<file path="src/rtl/pmouse_pkg.sv">
package pmouse_pkg;

   localparam int unsigned BYTE_W = 8;
   localparam int unsigned SEL_W  = $clog2(BYTE_W);

   typedef logic [BYTE_W-1:0] byte_t;

   // register offsets inside the four-address window
   typedef enum logic [1:0] {
      OFS_DATA = 2'd0,
      OFS_SIG  = 2'd1,
      OFS_CTRL = 2'd2,
      OFS_CFG  = 2'd3
   } ofs_e;

   localparam byte_t CFG_RESET    = 8'h9B;
   localparam byte_t CTRL_RESET   = 8'h0F;
   localparam byte_t IDLE_READ    = 8'hFF;
   localparam byte_t RESTORE_MASK = 8'h0F;
   localparam int unsigned MODE_BIT = 7;

endpackage

</file>
<file path="src/rtl/pmouse_decode.sv">
module pmouse_decode
   import pmouse_pkg::*;
#(
   parameter int unsigned ADDR_W = 10,
   parameter int unsigned BASE   = 32'h23C
) (
   input  logic              en,
   input  logic [ADDR_W-1:0] addr,
   output logic              hit,
   output ofs_e              ofs
);

   localparam logic [ADDR_W-1:0] BASE_A = ADDR_W'(BASE);

   generate
      if (ADDR_W < 3) begin : g_bad_width
         $error("pmouse_decode: ADDR_W must be at least 3");
      end
      if ((BASE % 4) != 0) begin : g_bad_base
         $error("pmouse_decode: BASE must be aligned to four");
      end
   endgenerate

   logic in_window;

   assign in_window = (addr[ADDR_W-1:2] == BASE_A[ADDR_W-1:2]);
   assign hit       = en && in_window;
   assign ofs       = ofs_e'(addr[1:0]);

endmodule

</file>
<file path="src/rtl/pmouse_ctrl_reg.sv">
module pmouse_ctrl_reg
   import pmouse_pkg::*;
(
   input  logic  clk,
   input  logic  rst_n,
   input  logic  rd_hit,    // control read: restore low nibble
   input  logic  ld_en,     // mode-set reload
   input  byte_t ld_val,
   input  logic  wr_en,     // direct write
   input  byte_t wr_val,
   input  logic  bsr_en,    // single-bit set/reset
   input  logic [SEL_W-1:0] bsr_sel,
   input  logic  bsr_val,
   output byte_t q
);

   byte_t restored;
   byte_t nxt;

   assign restored = rd_hit ? (q | RESTORE_MASK) : q;

   // per-bit next state: reload > write > bit set/reset > restored
   generate
      for (genvar b = 0; b < BYTE_W; b++) begin : g_bit
         assign nxt[b] = ld_en  ? ld_val[b] :
                         wr_en  ? wr_val[b] :
                         (bsr_en && (bsr_sel == SEL_W'(b))) ? bsr_val :
                         restored[b];
      end
   endgenerate

   always_ff @(posedge clk or negedge rst_n) begin
      if (!rst_n) q <= CTRL_RESET;
      else        q <= nxt;
   end

endmodule

</file>
<file path="src/rtl/pmouse_tick.sv">
module pmouse_tick #(
   parameter int unsigned PERIOD = 1000
) (
   input  logic clk,
   input  logic rst_n,
   input  logic restart,
   output logic tick
);

   localparam int unsigned CW = (PERIOD > 2) ? $clog2(PERIOD) : 1;
   localparam logic [CW-1:0] LAST = CW'(PERIOD - 1);

   generate
      if (PERIOD < 2) begin : g_bad_period
         $error("pmouse_tick: PERIOD must be at least 2");
      end
   endgenerate

   logic [CW-1:0] count;

   always_ff @(posedge clk or negedge rst_n) begin
      if (!rst_n)             count <= '0;
      else if (restart)       count <= '0;
      else if (count == LAST) count <= '0;
      else                    count <= count + 1'b1;
   end

   assign tick = (count == LAST);

endmodule

</file>
<file path="src/rtl/pmouse_port_regs.sv">
module pmouse_port_regs
   import pmouse_pkg::*;
#(
   parameter int unsigned ADDR_W   = 10,
   parameter int unsigned BASE     = 32'h23C,
   parameter int unsigned CLK_HZ   = 50_000_000,
   parameter int unsigned TICK_HZ  = 30,
   parameter logic [7:0]  IRQ_MASK = 8'h0F,
   parameter bit          IRQ_REG  = 1'b0
) (
   input  logic              clk,
   input  logic              rst_n,
   input  logic              rd_en,
   input  logic [ADDR_W-1:0] rd_addr,
   output logic [7:0]        rd_data,
   input  logic              wr_en,
   input  logic [ADDR_W-1:0] wr_addr,
   input  logic [7:0]        wr_data,
   output logic              irq,
   output logic              active
);

   localparam int unsigned PERIOD  = CLK_HZ / TICK_HZ;
   localparam byte_t       LD_CTRL = RESTORE_MASK & ~IRQ_MASK;

   generate
      if (TICK_HZ == 0 || CLK_HZ < 2 * TICK_HZ) begin : g_bad_rate
         $error("pmouse_port_regs: CLK_HZ must be at least twice TICK_HZ");
      end
      if ((IRQ_MASK & ~RESTORE_MASK) != 8'h00) begin : g_bad_mask
         $error("pmouse_port_regs: IRQ_MASK must lie in the low nibble");
      end
   endgenerate

   // address decode
   logic rd_hit, wr_hit;
   ofs_e rd_ofs, wr_ofs;

   pmouse_decode #(.ADDR_W(ADDR_W), .BASE(BASE)) u_rd_dec (
      .en(rd_en), .addr(rd_addr), .hit(rd_hit), .ofs(rd_ofs)
   );

   pmouse_decode #(.ADDR_W(ADDR_W), .BASE(BASE)) u_wr_dec (
      .en(wr_en), .addr(wr_addr), .hit(wr_hit), .ofs(wr_ofs)
   );

   logic cfg_wr, ctrl_wr, ctrl_rd, mode_set, bit_op;

   assign cfg_wr   = wr_hit && (wr_ofs == OFS_CFG);
   assign ctrl_wr  = wr_hit && (wr_ofs == OFS_CTRL);
   assign ctrl_rd  = rd_hit && (rd_ofs == OFS_CTRL);
   assign mode_set = cfg_wr &&  wr_data[MODE_BIT];
   assign bit_op   = cfg_wr && !wr_data[MODE_BIT];

   // configuration register and active flag
   byte_t cfg_q;
   logic  active_q;

   always_ff @(posedge clk or negedge rst_n) begin
      if (!rst_n) begin
         cfg_q    <= CFG_RESET;
         active_q <= 1'b0;
      end else if (mode_set) begin
         cfg_q    <= wr_data;
         active_q <= 1'b1;
      end
   end

   // control register
   byte_t ctrl_q;

   pmouse_ctrl_reg u_ctrl (
      .clk     (clk),
      .rst_n   (rst_n),
      .rd_hit  (ctrl_rd),
      .ld_en   (mode_set),
      .ld_val  (LD_CTRL),
      .wr_en   (ctrl_wr),
      .wr_val  (wr_data),
      .bsr_en  (bit_op),
      .bsr_sel (wr_data[3:1]),
      .bsr_val (wr_data[0]),
      .q       (ctrl_q)
   );

   // registered read path
   byte_t rd_q, rd_mux;

   always_comb begin
      unique case (rd_ofs)
         OFS_CTRL: rd_mux = ctrl_q;
         OFS_CFG:  rd_mux = cfg_q;
         default:  rd_mux = IDLE_READ;
      endcase
   end

   always_ff @(posedge clk or negedge rst_n) begin
      if (!rst_n)      rd_q <= IDLE_READ;
      else if (rd_hit) rd_q <= rd_mux;
   end

   assign rd_data = rd_q;
   assign active  = active_q;

   // periodic tick and interrupt pulse
   logic tick;

   pmouse_tick #(.PERIOD(PERIOD)) u_tick (
      .clk(clk), .rst_n(rst_n), .restart(mode_set), .tick(tick)
   );

   generate
      if (IRQ_REG) begin : g_irq_reg
         logic irq_q;
         always_ff @(posedge clk or negedge rst_n) begin
            if (!rst_n) irq_q <= 1'b0;
            else        irq_q <= tick && active_q;
         end
         assign irq = irq_q;
      end else begin : g_irq_comb
         assign irq = tick && active_q;
      end
   endgenerate

endmodule

</file>
<file path="config.mk">
export PLATFORM = sky130hd
export DESIGN_NAME = pmouse_port_regs
export DESIGN_NICKNAME = d
export VERILOG_FILES = /design/src/rtl/pmouse_pkg.sv /design/src/rtl/pmouse_decode.sv /design/src/rtl/pmouse_ctrl_reg.sv /design/src/rtl/pmouse_tick.sv /design/src/rtl/pmouse_port_regs.sv
export SDC_FILE = /design/constraint.sdc
export NUM_CORES = 1
export LEC_CHECK = 0
export BUFFER_PORTS_ARGS = -buffer_cell sky130_fd_sc_hd__clkbuf_2
export CAP_MARGIN = 20
export CORE_MARGIN = 8
export CORE_UTILIZATION = 56
export DETAILED_ROUTE_END_ITERATION = 8
export PLACE_DENSITY_LB_ADDON = 0.12
export SYNTH_ARGS = -nofsm -noshare
export SYNTH_HDL_FRONTEND = slang
export SYNTH_SLANG_ARGS = --single-unit
</file>
<file path="constraint.sdc">
create_clock -name clk -period 2.2 [get_ports clk]
set_clock_uncertainty 0.1 [all_clocks]
set_input_delay 0.11 -clock clk [delete_from_list [all_inputs] [get_ports clk]]
set_output_delay 0.11 -clock clk [all_outputs]
set_load 0.02 [all_outputs]
</file>
==> impl_results.md <==
* Status: finished clean
* Worst Hold Class: input port to flop
* Antenna-violating nets left at 0
* Area leader, netlist: dfrtp_1
* Yosys top cell area share at between 20% and 30%
* DRT iter0 DRCs at roughly 140
* Power Dens Cells at 659 mW/mm^2
* Sw Pwr at 0.000527 W
* Fillers at ~350
* Hold slack final at 0.0105 ns
* Post-Syn Nets at 278
* Clock transition at path regs at approximately 0.090 ns
* GRT busiest layer: met1
* Cts repair resizes at 0
* Final hold violations at 0
* Number of core rows at 24
* Diode count at 0
* Switching share of power at a little over a quarter
* Crit Path Class: flop to output pin
* Crit share post-route at just over 90%
* Critical Path RT at roughly 2.0 ns
* Util after Layout at 67.1%
* Final Instance Count excl. Fillers at 344
* CTS tree: yes
* DRC at 0
* RSZ-0062 raised after global routing: no
* Most frequent cells in the layout: 41 x clkbuf_2, 29 x dfrtp_1, 28 x nor2_1
* Initial Utilization at roughly 58%
* Arrival @ worst endpoint at approximately 1.8 ns
* Max Cap Viol at 0
* Core ar. at 0.00435 sq mm
* WL per Instance at roughly 16 microns
* Leakage at approximately 1.3 nW
* GR met3 Demand/Resource at 3.52%
* I/O pins at between 40 and 50
* Clock Latency Late Sink at ~0.30 ns
* Clock Sinks at 46
* Final RePlAce weighted congestion at 0.785
* Die Area at between 0.006 and 0.007 sq mm
* Via count at approximately 2000
* Power share of the clock group at 32.2%
* Layout area overhead at 16.3%
* Die W at roughly 83 microns
* Post-synthesis cell area at 0.00251 sq mm
* Final setup viols at 0
* # Post-CTS Setup Buffers at 0
* Post-synthesis xor/xnor area fraction at just under 5%
* Async SR Flop Fraction at 100%
* Top cells by area, synth: dfrtp_1 29%, dfstp_2 18%, nor2_1 4.2%
* Slew HR at a little under three fifths
* Maximum VDD drop at 396 uV
* Dominant synthesized flop cell: dfrtp_1
* Compound-gate portion of the synthesized area at between 10% and 20%
* Placed Cells at around 330
* Commonest non-fill, non-tap cell in the layout: clkbuf_2
* Sequential share of power at between 50% and 60%
* Gate count after technology mapping at roughly 240
* Simple logic cell fraction of the synthesized area at roughly a quarter
* CTS HTree Levels at 2
* Register area share after synthesis at 46.6%
* NumNets Final at around 330
* Final TNS setup at 0 ns
* Slew Limit Fails at 0
* Remaining global-route overflow at 0
* Post-synthesis adder-cell area fraction at less than 1%
* Port Buffer Count at between 40 and 50
* Clk buf depth at 2
* Area post-placement at approximately 0.0028 sq mm
* Via-to-Cell Ratio at 5.84
* CTS buffer count at 5
* Yosys reg bits at 46
* Maximum clock rate at roughly 0.49 GHz
* Worst-Margin Slew at 0.639 ns
* CP Max Fanout at 4
* Synth Warn # at 0
* Post-layout instance area at slightly below 0.003 sq mm
* Critical Path Sink Type: output pin
* DP HPWL at around 4200 microns
* Global-route wire length before repair at just under 10000 microns
* Largest net degree at the start of global routing at 25
* Met2 GRT Util at 23.6%
* Combinational Power Share at between 10 and 15%
* Die Ht at 83.0 microns
* Avg Cell Area, Syn at 10.3 sq um
* Antenna violations before repair at 0
* Shortest period the worst path allows at approximately 2 ns
* Unique masters post-synth at 42
* Internal at between 0.001 and 0.0015 W
* CP startpoint kind: flop
* Vias in the first global route at 2032
* Largest family of logic cells by synthesized area: simple AND/OR/NAND/NOR gates
* First drt pass iteration count at 4
* Met1 usage at around a quarter
* Total Wirelength at roughly 5600 microns
* Mux cell area share after synthesis at just under 7%
* Count of flip-flops with a built-in enable after synthesis at 0
* GRT Util Overall at 16.5%
* Share of cells above drive strength 1 at 28.8%
* Clock root buffer: clkbuf_8
-- layout make-up --
type                       instances  area, sq um  share of cell area (%)
tap                               52         65.1                    2.23
clock buffer                       6         72.6                    2.48
multi-input combinational        182         1260                    43.0
clock inverter                     2         37.5                    1.28
sequential                        46         1170                    40.1
inverter                           6         22.5                   0.771
timing repair buffer              50          295                    10.1
-- final timing paths --
path | start | slack [ns] | endpoint | cells past startpoint
worst max-delay path | u_tick.count[1] | 0.17 | irq | 6
worst min-delay path | rd_addr[1] | 0.01 | rd_data[5] | 2
worst max register to register | u_tick.count[0] | 0.29 | u_tick.count[15] | 4
worst min register to register | rd_data[2] | 0.40 | rd_data[2] | 2
max in group asynchronous | rst_n | 1.11 | cfg_q[4] | 3
min in group asynchronous | rst_n | 0.27 | u_tick.count[13] | 2
-- power groups by stage --
stage	combinational (W)	clock, W	sequential (W)
final	0.000286	0.000621	0.00102
after global routing	0.000325	0.000664	0.00103
after CTS	0.000290	0.000635	0.00102
after detailed placement	0.000283	0	0.00103
after global placement	0.000277	0	0.00103
after floorplan	0.000158	0	0.00103
-- registers in the layout, summed over array words and instances (netlist names) --
register,cells
active,1
cfg_q,8
rd_data,8
u_ctrl.q,8
u_tick.count,21
-- routing by layer --
layer | vias up | part of all wire [%]
met4 | 0 | 0.75
li1 | 1008 | -
met2 | 62 | 44
met1 | 935 | 51
met5 | - | 0
met3 | 5 | 5.1
-- per-stage QoR --
step	total power, W	worst slack, ns
floorplan	0.00119	0.412
global placement	0.00131	0.270
detailed placement	0.00132	0.218
CTS	0.00194	0.130
global route	0.00202	0.0838
finish	0.00193	0.174
-- synth_stat cells (4+ instances only) --
library cell,n
inv_1,6
dfstp_2,17
nand2_1,15
a21oi_1,10
or3_1,6
nand4_1,14
o21ai_0,10
xnor2_1,5
nor2_1,28
nand3_1,9
dfrtp_1,29
mux2i_1,8
clkbuf_1,6
or4_1,6
a31oi_1,12
xor2_1,9
mux2_4,4
and4_1,5
o41ai_1,4
-- critical path: stages (launching register included) --
cell	delay, ns
dfrtp_1	0.41
inv_1	0.06
ha_1	0.14
nor4bb_1	0.20
nand4_1	0.23
nor3_1	0.27
clkbuf_2	0.21
-- kinds of logic after synthesis --
logic type	count (synthesis)
flip-flops	46
AND/OR/NAND/NOR	105
adder cells (fa/ha/maj)	2
buffers and inverters	16
multiplexers	15
AO/OA/AOI/OAI	46
XOR/XNOR	14
-- timing repair --
item | in CTS | in global routing
setup endpoints to repair | 0 | 0
hold endpoints to repair | 25 | 0
hold buffers | 4 | 0
(Power assumes the default switching activity.)
